$ cat config.mk
export PLATFORM = sky130hd
export DESIGN_NAME = dual_alarm_cmp
export DESIGN_NICKNAME = d
export VERILOG_FILES = /design/src/rtl/alarm_pkg.sv /design/src/rtl/alarm_match.sv /design/src/rtl/alarm_regs.sv /design/src/rtl/irq_route.sv /design/src/rtl/dual_alarm_cmp.sv
export SDC_FILE = /design/constraint.sdc
export NUM_CORES = 1
export LEC_CHECK = 0
export BUFFER_PORTS_ARGS = -buffer_cell sky130_fd_sc_hd__buf_2
export CAP_MARGIN = 40
export CORE_MARGIN = 4
export CORE_UTILIZATION = 45
export CTS_CLUSTER_SIZE = 40
export DETAILED_ROUTE_END_ITERATION = 6
export GPL_TIMING_DRIVEN = 1
export PLACE_DENSITY = 0.64
export SKIP_CTS_REPAIR_TIMING = 1
export SLEW_MARGIN = 15
export SYNTH_ARGS = -nofsm -noshare
export SYNTH_HDL_FRONTEND = slang
export SYNTH_SLANG_ARGS = --single-unit
$ cat constraint.sdc
create_clock -name clk -period 1.7 [get_ports clk]
set_input_delay 0.17 -clock clk [delete_from_list [all_inputs] [get_ports clk]]
set_output_delay 0.17 -clock clk [all_outputs]
set_load 0.05 [all_outputs]
$ cat src/rtl/alarm_pkg.sv
package alarm_pkg;

    typedef logic [7:0] byte_t;

    typedef struct packed {
        byte_t sec;
        byte_t min;
        byte_t hour;
        byte_t dd;
    } alarm_set_t;

    typedef struct packed {
        byte_t sec;
        byte_t min;
        byte_t hour;
        byte_t day;
        byte_t date;
    } clock_now_t;

    typedef struct packed {
        logic shared;
        logic en2;
        logic en1;
    } irq_ctrl_t;

    localparam byte_t TIME_CARE = 8'h7F;

    // bit 7 masks the field; otherwise compare the cared bits
    function automatic logic field_hit(byte_t al, byte_t now, byte_t care);
        return al[7] || ((al & care) == (now & care));
    endfunction

    // bit 6 picks day-of-week (1) or date (0); bits 5:0 compared
    function automatic logic dd_hit(byte_t al, byte_t day, byte_t date);
        byte_t ref_v;
        ref_v = al[6] ? day : date;
        return al[7] || (al[5:0] == ref_v[5:0]);
    endfunction

endpackage

$ cat src/rtl/alarm_match.sv
module alarm_match
    import alarm_pkg::*;
#(
    parameter bit USE_SEC = 1'b1
) (
    input  alarm_set_t al,
    input  clock_now_t now,
    output logic       hit
);
    logic sec_ok;

    generate
        if (USE_SEC) begin : g_sec_cmp
            assign sec_ok = field_hit(al.sec, now.sec, TIME_CARE);
        end else begin : g_on_minute
            // second alarm only tested at the top of the minute
            assign sec_ok = (now.sec[6:0] == 7'd0);
        end
    endgenerate

    assign hit = sec_ok
              && field_hit(al.min,  now.min,  TIME_CARE)
              && field_hit(al.hour, now.hour, TIME_CARE)
              && dd_hit(al.dd, now.day, now.date);
endmodule

$ cat src/rtl/alarm_regs.sv
module alarm_regs
    import alarm_pkg::*;
#(
    parameter int AW        = 4,
    parameter int A1_BASE   = 7,
    parameter int A2_BASE   = 11,
    parameter int CTRL_ADDR = 14,
    parameter int STAT_ADDR = 15
) (
    input  logic          clk,
    input  logic          rst,
    input  logic          tick,
    input  logic          wr_en,
    input  logic [AW-1:0] wr_addr,
    input  byte_t         wr_data,
    input  logic          hit1,
    input  logic          hit2,
    output alarm_set_t    al1,
    output alarm_set_t    al2,
    output irq_ctrl_t     ctrl,
    output logic          flag1,
    output logic          flag2
);
    localparam int A1_BYTES = 4;
    localparam int A2_BYTES = 3;

    byte_t a1_q [A1_BYTES];
    byte_t a2_q [A2_BYTES];

    generate
        for (genvar i = 0; i < A1_BYTES; i++) begin : g_a1
            always_ff @(posedge clk) begin
                if (rst)
                    a1_q[i] <= '0;
                else if (wr_en && wr_addr == AW'(A1_BASE + i))
                    a1_q[i] <= wr_data;
            end
        end
        for (genvar j = 0; j < A2_BYTES; j++) begin : g_a2
            always_ff @(posedge clk) begin
                if (rst)
                    a2_q[j] <= '0;
                else if (wr_en && wr_addr == AW'(A2_BASE + j))
                    a2_q[j] <= wr_data;
            end
        end
    endgenerate

    assign al1 = '{sec: a1_q[0], min: a1_q[1], hour: a1_q[2], dd: a1_q[3]};
    assign al2 = '{sec: 8'h80,   min: a2_q[0], hour: a2_q[1], dd: a2_q[2]};

    logic stat_wr, ctrl_wr;
    assign stat_wr = wr_en && (wr_addr == AW'(STAT_ADDR));
    assign ctrl_wr = wr_en && (wr_addr == AW'(CTRL_ADDR));

    always_ff @(posedge clk) begin
        if (rst)
            ctrl <= '0;
        else if (ctrl_wr)
            ctrl <= '{shared: wr_data[2], en2: wr_data[1], en1: wr_data[0]};
    end

    // sticky flags: clear by writing 0, a same-edge match wins
    always_ff @(posedge clk) begin
        if (rst) begin
            flag1 <= 1'b0;
            flag2 <= 1'b0;
        end else begin
            flag1 <= (tick && hit1) || (flag1 && !(stat_wr && !wr_data[0]));
            flag2 <= (tick && hit2) || (flag2 && !(stat_wr && !wr_data[1]));
        end
    end

    p_reset_clear_r1: assert property (@(posedge clk)
        rst |=> (!flag1 && !flag2 && ctrl == '0));

    p_flag_needs_tick_r2: assert property (@(posedge clk) disable iff (rst)
        ($rose(flag1) || $rose(flag2)) |-> $past(tick));

    p_flag_sticky_r7: assert property (@(posedge clk) disable iff (rst)
        (flag1 && !(wr_en && wr_addr == AW'(STAT_ADDR) && !wr_data[0])) |=> flag1);

    p_flag2_sticky_r7: assert property (@(posedge clk) disable iff (rst)
        (flag2 && !(wr_en && wr_addr == AW'(STAT_ADDR) && !wr_data[1])) |=> flag2);
endmodule

$ cat src/rtl/irq_route.sv
module irq_route
    import alarm_pkg::*;
(
    input  logic      clk,
    input  logic      rst,
    input  irq_ctrl_t ctrl,
    input  logic      flag1,
    input  logic      flag2,
    output logic      irq_a_n,
    output logic      irq_b_n
);
    logic act1, act2;
    assign act1 = ctrl.en1 && flag1;
    assign act2 = ctrl.en2 && flag2;

    always_comb begin
        if (ctrl.shared) begin
            irq_a_n = !(act1 || act2);
            irq_b_n = 1'b1;
        end else begin
            irq_a_n = !act1;
            irq_b_n = !act2;
        end
    end

    p_int_a_r8: assert property (@(posedge clk) disable iff (rst)
        (flag1 && ctrl.en1) |-> !irq_a_n);

    p_no_irq_unflagged_r8: assert property (@(posedge clk) disable iff (rst)
        (!flag1 && !flag2) |-> (irq_a_n && irq_b_n));

    p_shared_b_high_r9: assert property (@(posedge clk) disable iff (rst)
        (ctrl.shared && flag2 && ctrl.en2) |-> (!irq_a_n && irq_b_n));
endmodule

$ cat src/rtl/dual_alarm_cmp.sv
module dual_alarm_cmp
    import alarm_pkg::*;
#(
    parameter int AW        = 4,
    parameter int A1_BASE   = 7,
    parameter int A2_BASE   = 11,
    parameter int CTRL_ADDR = 14,
    parameter int STAT_ADDR = 15
) (
    input  logic          clk,
    input  logic          rst,
    input  logic          tick,
    input  logic [7:0]    now_sec,
    input  logic [7:0]    now_min,
    input  logic [7:0]    now_hour,
    input  logic [7:0]    now_day,
    input  logic [7:0]    now_date,
    input  logic          wr_en,
    input  logic [AW-1:0] wr_addr,
    input  logic [7:0]    wr_data,
    output logic          flag1,
    output logic          flag2,
    output logic          irq_a_n,
    output logic          irq_b_n
);
    clock_now_t now;
    alarm_set_t al1, al2;
    irq_ctrl_t  ctrl;
    logic       hit1, hit2;

    assign now = '{sec: now_sec, min: now_min, hour: now_hour,
                   day: now_day, date: now_date};

    alarm_match #(.USE_SEC(1'b1)) u_m1 (.al(al1), .now(now), .hit(hit1));
    alarm_match #(.USE_SEC(1'b0)) u_m2 (.al(al2), .now(now), .hit(hit2));

    alarm_regs #(
        .AW(AW), .A1_BASE(A1_BASE), .A2_BASE(A2_BASE),
        .CTRL_ADDR(CTRL_ADDR), .STAT_ADDR(STAT_ADDR)
    ) u_regs (
        .clk(clk), .rst(rst), .tick(tick),
        .wr_en(wr_en), .wr_addr(wr_addr), .wr_data(wr_data),
        .hit1(hit1), .hit2(hit2),
        .al1(al1), .al2(al2), .ctrl(ctrl),
        .flag1(flag1), .flag2(flag2)
    );

    irq_route u_route (
        .clk(clk), .rst(rst), .ctrl(ctrl),
        .flag1(flag1), .flag2(flag2),
        .irq_a_n(irq_a_n), .irq_b_n(irq_b_n)
    );

    p_a2_on_minute_r6: assert property (@(posedge clk) disable iff (rst)
        $rose(flag2) |-> $past(now_sec[6:0] == 7'd0));
endmodule

# Word level (Yosys, flattened, before mapping)
# Memories as Yosys holds them, arrays and structs flattened.
# Index checks and enable logic that the tools add are counted.
# classes
n_eq_ne	16
muxes	34
bitwise	7
n_reduce_logical	41
# op_table
op	n
$mux 8	7
$eq 7x7->1	5
$eq 4x4->1 const B	8
$mux 1	25
$logic_and 1x1->1	23
$eq 6x6->1	2
$mux 6	2
$logic_or 1x1->1	10
$logic_not 1->1	7
$logic_not 7->1	1
$or 1x1->1	7
$eq 4x3->1 const B	1
# totals
register_bits	5
ramBits	56
word_cells	105
n_memories	2
# mem_list
memory	words	word_bits	read_ports	rd_ports_with_merged_regs	write_ports	line_no	source
u_regs.a1_q	4	8	4	0	4	alarm_regs.sv:27	byte_t a1_q [A1_BYTES];
u_regs.a2_q	3	8	3	0	3	alarm_regs.sv:28	byte_t a2_q [A2_BYTES];

# Logic depth before layout (Yosys ltp)
# Gate-level depths: netlist (run 1).
# An unclocked memory read counts as a cell.
# logic_depth
ltp_word	8
mapped_depth	6

# Cells and area by module
# From an unflattened synthesis (run 1), not the netlist that was laid out.
# unflattened
hier_cells	251
area_unflattened_um2	3149.3
# by_module_without_submodules
module	n_inst	cells_each	area_each_um2	seq_area_each_um2
alarm_regs	1	168	2446.1	1781.7
alarm_match (u_m1)	1	44	376.6	0.0
alarm_match (u_m2)	1	37	310.3	0.0
irq_route	1	2	16.3	0.0

# Least setup slack after synthesis (run 1)
# No wires, ideal clock.
# synth_timing
path_kind	register -> output
startpoint	register u_regs.flag2
endpoint	output port irq_a_n
t_arrival_ns	1.383
required_time_ns	1.530
setup_slack_ns	0.147
path_stages_with_launch	2
n_path_buf	0
cell_sequence	dfxtp_1 > a32oi_1
# synth_via
elab_chain_len	4
# synth_lines
element	line_no	source
start: declaration	alarm_regs.sv:22	output logic flag2
start signal: assignment	alarm_regs.sv:70	flag2 <= (tick && hit2) || (flag2 && !(stat_wr && !wr_data[1]));
$logic_and 1x1->1	irq_route.sv:14	assign act2 = ctrl.en2 && flag2;
$logic_or 1x1->1	irq_route.sv:18	irq_a_n = !(act1 || act2);
$logic_not 1->1	irq_route.sv:18	
$mux 1	irq_route.sv:17	if (ctrl.shared) begin
end: declaration	dual_alarm_cmp.sv:23	output logic irq_a_n,
# Every way passes these cells.

==> impl_metrics.json, run 1 <==
{
  "gp_congestion": 0.767,
  "whs_ns": 0.158,
  "drt_iter0_drc": 90,
  "syn_avg_cell_area_um2": 12.9,
  "p_per_area_nw_per_um2": 883,
  "cp-start-kind": "flip-flop",
  "diodes": 0,
  "fin_crit_ns": 1.68,
  "synth_fp_nets": 295,
  "cp_max_fo": 5,
  "clock-sinks": 61,
  "status": "finished clean",
  "yosys_most_used_dff": "edfxtp_1",
  "worst_slew_pin_slew_ns": 0.501,
  "avgViaCountPerCell": 5.11,
  "p_leak_nw": 1.41,
  "yosys.area.top_type": "edfxtp_1",
  "clock-skew-final_ns": 0.00500,
  "cts_tree": "yes",
  "synth_area_um2": 3090,
  "dr.pass1.iters": 4,
  "clock_latency_ns": 0.32,
  "grt.overflow.total": 0,
  "ys_ff_latch": 61,
  "setup_violations": 0,
  "grt_pass1_vias": 2099,
  "arrival_ns": 1.91,
  "via_count": 2002,
  "power.total_mw": 3.26,
  "area_growth_syn_to_layout_pct": 19.6,
  "grt_setup_unrepaired": "yes",
  "grt_pass1_wl_um": 10000,
  "synth_area_leaders": "edfxtp_1, and2_1, xnor2_1, xor2_1, mux2i_1",
  "grt_usage_pct": 16.2,
  "fmax_mhz": 595,
  "grt_max_degree": 19,
  "dieArea_um2": 8260,
  "ys_seq_area_share_pct": 57.6,
  "clk_pin_slew_ns": 0.06,
  "antenna_found_initial": 0,
  "holdCritPathClass": "in -> reg",
  "cp-end-kind": "flip-flop",
  "die-height_um": 90.9,
  "portBuffers": 52,
  "placed_cells": 377,
  "cts-buffers-inserted": 9,
  "synth-edff-count": 56,
  "drv_slew": 0,
  "start_util_pct": 47.6,
  "cts_root_buffer": "clkbuf_8",
  "fp-row-count": 29,
  "post-dp-hpwl_um": 4510,
  "cts.path.max_buffers": 2,
  "core_area_um2": 6490,
  "yosys-top-cells-count": "and2_1, edfxtp_1, xnor2_1, xor2_1, mux2i_1",
  "synth_top_area_share_pct": 54.4,
  "ir_drop_v": 0.000518,
  "drv_cap": 0,
  "hold_viol": 0,
  "fin_cells": 392,
  "layout-drive-gt1-share_pct": 26.3,
  "ant_nets": 0,
  "nNetsFinal": 368,
  "ios": 60,
  "cp.required_ns": 1.93,
  "drc": 0,
  "detail_route.wl_per_cell_um": 15.9,
  "die_x_um": 90.9,
  "drt_wl_total_um": 6250,
  "async_flop_share_pct": 0,
  "htreeDepth": 3,
  "synthCells": 239,
  "yosysUniqueCellTypes": 27,
  "relSlewSlack_pct": 66.4,
  "worstSetupPathType": "reg -> reg",
  "ys_warn_count": 0,
  "fin_crit_sh_pct": 98.9
}
worst max-delay path: stages (launching register included):
cell      delay [ns]
edfxtp_1        0.50
buf_4           0.18
buf_4           0.13
mux2i_1         0.20
xor2_1          0.18
a31oi_1         0.13
o41ai_2         0.27
through the flow:
| step | utilization [%] | setup WS (ns) | cell area, um2 | setup TNS [ns] |
|---|---|---|---|---|
| after global placement | 54.2 | 0.0162 | 3520 | 0 |
| final | 56.9 | 0.0194 | 3700 | 0 |
| after global routing | 56.9 | -0.0616 | 3700 | -0.0805 |
| after CTS | 56.8 | -0.0635 | 3690 | -0.0651 |
| after detailed placement | 54.2 | -0.0584 | 3520 | -0.0584 |
| after floorplan | - | 0.147 | 3090 | 0 |
power by group:
group / switching (mW) / total, mW / internal, mW
logic: 0.187 / 0.356 / 0.169
registers: 0.0391 / 1.76 / 1.72
clock network: 0.494 / 1.15 / 0.654
path summary, 6_finish.rpt:
| path | from | end | slack [ns] | cells after the start |
|---|---|---|---|---|
| worst max-delay path | u_regs.a2_q[2][6]$_SDFFCE_PN0P_ | u_regs.flag2$_SDFF_PP0_ | 0.02 | 6 |
| worst min-delay path | tick | u_regs.flag1$_SDFF_PP0_ | 0.16 | 3 |
| worst max register to register | u_regs.a2_q[2][6]$_SDFFCE_PN0P_ | u_regs.flag2$_SDFF_PP0_ | 0.02 | 6 |
| worst min register to register | u_regs.ctrl[0]$_SDFFE_PP0P_ | u_regs.ctrl[0]$_SDFFE_PP0P_ | 0.51 | 2 |
layer usage:
layer	routed length (um)	up-vias	track usage, %
met5	0	-	0
met4	136	0	8.54
met3	273	10	3.92
met2	3180	45	27.3
met1	2660	949	19.1
li1	-	998	-
cell type report:
class | instances | area [um2]
clock buffer | 11 | 131
tap | 77 | 96.3
multi-input combinational | 172 | 1270
sequential | 61 | 1780
clock inverter | 3 | 38.8
fill | 562 | 2800
inverter | 1 | 3.75
timing repair buffer | 67 | 373
sequential cells by signal, summed over array words and instances, names as in the netlist:
signal and flops:
u_regs.a2_q 24, u_regs.ctrl 3, u_regs.flag2 1, u_regs.flag1 1, u_regs.a1_q 32
placed cells by master (no fill, tap or decap), drive strengths merged, types with 2 or more instances in the layout:
master  instances
buf            67
and2           56
edfxtp         56
xnor2          25
xor2           22
mux2i          15
clkbuf         11
nor2            8
nor4            8
o21bai          7
nor3            5
dfxtp           5
nand2           3
nand4b          3
a41oi           3
or3             2
nand2b          2
a31oi           2
nand4           2
nor2b           2
o21ai           2
o41ai           2
clkinv          2
kinds of logic (layout without fill, tap and decap cells):
group,count (synthesis),count (layout),synth area share [%]
simple gates,92,92,18.2
flops,61,61,57.6
buf+inv,6,82,1.21
xor+xnor,47,47,13.3
mux,15,15,4.85
compound gates,18,18,4.81
Power figures use the tool's default switching activity.
==> inputs of run 2 (changes only) <==
--- a/config.mk
+++ b/config.mk
@@ -7,7 +7,7 @@
 export LEC_CHECK = 0
 export BUFFER_PORTS_ARGS = -buffer_cell sky130_fd_sc_hd__buf_2
 export CAP_MARGIN = 40
-export CORE_MARGIN = 4
+export CORE_MARGIN = 2
 export CORE_UTILIZATION = 45
 export CTS_CLUSTER_SIZE = 40
 export DETAILED_ROUTE_END_ITERATION = 6
==> constraint.sdc (replaced) <==
create_clock -name clk -period 1.7 [get_ports clk]
set_input_delay 0.425 -clock clk [delete_from_list [all_inputs] [get_ports clk]]
set_output_delay 0.425 -clock clk [all_outputs]
set_load 0.05 [all_outputs]
==> run 2 against run 1 <==
The flow now finishes with violations (negative setup slack). Cell count up 3.8%. Sequential power about the same. Clock power grew 15%. Sequential cell count stayed put. First-iteration DRC count shrank 4.4%. Critical path depth unchanged. Clock-buffer cell count is 4 higher. Total power increased by 6.2%. Largest cell class unchanged. Hold slack gained 0.26 ns. Sequential share of layout area shrank 1.7 points. Critical endpoint is now u_regs.flag1$_SDFF_PP0_.
==> impl_metrics.json, run 2 (same netlist as run 1, synthesis figures left out) <==
{
  "post-dp-hpwl_um": 4550,
  "drt_iter0_drc": 86,
  "drv_slew": 0,
  "switching_share_pct": 21.9,
  "ant_nets": 0,
  "reg2reg_from": "u_regs.a1_q[3][6]$_SDFFCE_PN0P_",
  "max_flop_register": "u_regs.a1_q",
  "p_comb_share_pct": 11.1,
  "diodes": 0,
  "die_x_um": 86.9,
  "die-height_um": 86.9,
  "crit_start": "u_regs.a1_q[3][6]$_SDFFCE_PN0P_",
  "max_stage_delay_ns": 0.46,
  "cp.required_ns": 1.93,
  "multi_input_area_um2": 1300,
  "cp_slowest_cell": "edfxtp_1",
  "nNetsFinal": 378,
  "core_area_um2": 6720,
  "layout-drive-gt1-share_pct": 30.6,
  "clock-skew-final_ns": 0.00590,
  "arrival_ns": 1.96,
  "portBuffers": 52,
  "area_growth_syn_to_layout_pct": 24.0,
  "avgViaCountPerCell": 5.05,
  "drc": 0,
  "cp-start-kind": "flip-flop",
  "post-route-util_pct": 57.1,
  "cts-buffers-inserted": 9,
  "worst_slew_pin_slew_ns": 0.622,
  "dr.pass1.iters": 4,
  "sequentialPowerShare_pct": 50.7,
  "hold_viol": 0,
  "seqCellArea_um2": 1780,
  "place_area_um2": 3570,
  "endpoint": "u_regs.flag1$_SDFF_PP0_",
  "holdCritPathClass": "in -> reg",
  "grt_pass1_vias": 1941,
  "design_area_um2": 3840,
  "finalSetupTns_ns": -0.0556,
  "relSlewSlack_pct": 58.2,
  "via_count": 2056,
  "start_util_pct": 46.0,
  "cp-end-kind": "flip-flop",
  "cts_root_buffer": "clkbuf_8",
  "fin_crit_sh_pct": 102,
  "dieArea_um2": 7550,
  "r2r_cells": 6,
  "grt_max_degree": 11,
  "fin_crit_ns": 1.73,
  "p_leak_nw": 1.49,
  "htreeDepth": 3,
  "detail_route.wl_per_cell_um": 15.5,
  "p_per_area_nw_per_um2": 904,
  "clock_latency_ns": 0.33,
  "cts_tree": "yes",
  "fmax_mhz": 579,
  "n_fill_cell": 568,
  "worstSetupPathType": "reg -> reg",
  "grt_usage_pct": 18.1,
  "cp_cell_sequence": "buf_4 > mux2i_2 > xnor2_1 > nor4_2 > a31oi_1 > o41ai_2",
  "grt.overflow.total": 0,
  "setup_ws_ns": -0.0283,
  "setup_violations": 2,
  "fp-row-count": 30,
  "clk_pin_slew_ns": 0.06,
  "internal_power_mw": 2.71,
  "status": "complete, but fails checks",
  "cts.path.max_buffers": 2,
  "r2r_end": "u_regs.flag1$_SDFF_PP0_",
  "power_switching_mw": 0.759,
  "clock-sinks": 61,
  "hold_depth": 3,
  "cp_max_fo": 5,
  "gp_congestion": 0.767,
  "clkPwrFrac_pct": 38.2,
  "drt_wl_total_um": 6330,
  "grt_setup_unrepaired": "yes",
  "ios": 60,
  "layout_common_cells": "and2_1, edfxtp_1, buf_2, xnor2_1, buf_4",
  "r2r_slack_ns": -0.03,
  "ir_drop_v": 0.000581,
  "grt_pass1_wl_um": 9780,
  "largest_reg_flops": 32,
  "top_regs": "u_regs.a1_q: 32 flops, u_regs.a2_q: 24 flops, u_regs.ctrl: 3 flops",
  "drv_cap": 0,
  "antenna_found_initial": 1,
  "violations": "negative setup slack"
}
-- run 2: power by group through the flow --
stage          clock network, mW  registers (mW)  logic, mW
6_report                    1.32            1.76      0.386
5_1_grt                     1.41            1.76      0.421
4_1_cts                     1.34            1.76      0.368
3_5_place_dp                   0            1.79      0.366
3_3_place_gp                   0            1.79      0.361
2_1_floorplan                  0            1.78      0.206
-- run 2: worst min-delay path by stage --
| stage | slack (ns) | end | from |
|---|---|---|---|
| finish | 0.42 | u_regs.flag1$_SDFF_PP0_ | tick |
| global route | 0.41 | u_regs.flag1$_SDFF_PP0_ | tick |
| CTS | 0.38 | u_regs.flag1$_SDFF_PP0_ | tick |
| detailed placement | 0.51 | u_regs.ctrl[0]$_SDFFE_PP0P_ | u_regs.ctrl[0]$_SDFFE_PP0P_ |
| global placement | 0.51 | u_regs.ctrl[0]$_SDFFE_PP0P_ | u_regs.ctrl[0]$_SDFFE_PP0P_ |
| floorplan | 0.48 | u_regs.ctrl[0]$_SDFFE_PP0P_ | u_regs.ctrl[0]$_SDFFE_PP0P_ |
-- run 2: critical path, delay by kind of cell, from the launching register on --
family                    cells  cell delay, ns
xor gates and xnor gates      1            0.14
DFF                           1            0.46
AOI/OAI and AO/OA             2            0.40
muxes                         1            0.14
and+or+nand+nor               1            0.31
buffers and inverters         1            0.18
-- run 2: metrics by stage --
stage          hold WS, ns  power [mW]  instances  worst slack (ns)
6_report             0.419        3.47        407           -0.0283
5_1_grt              0.409        3.60        407            -0.140
4_1_cts              0.385        3.47        401            -0.103
3_5_place_dp         0.512        2.16        385           -0.0561
3_3_place_gp         0.511        2.15        385           -0.0514
2_1_floorplan        0.481        1.99        239            0.0209
-- run 2: cell type report --
| type | instances | share of cell area [%] |
|---|---|---|
| repair buffers | 77 | 11.7 |
| inverters | 1 | 0.0978 |
| multi-input cells | 172 | 33.8 |
| clock buffers | 15 | 4.60 |
| flip-flops and latches | 61 | 46.4 |
| clock inverters | 1 | 0.783 |
| well taps | 80 | 2.61 |
-- run 2: per-layer routing --
metal  share of wire (%)  global-route usage [%]  routed length [um]
met1                  44                    22.6                2780
met2                  49                    29.4                3130
met3                 4.5                    3.98                 284
met4                 2.0                    9.09                 124
met5                0.21                       0                  13
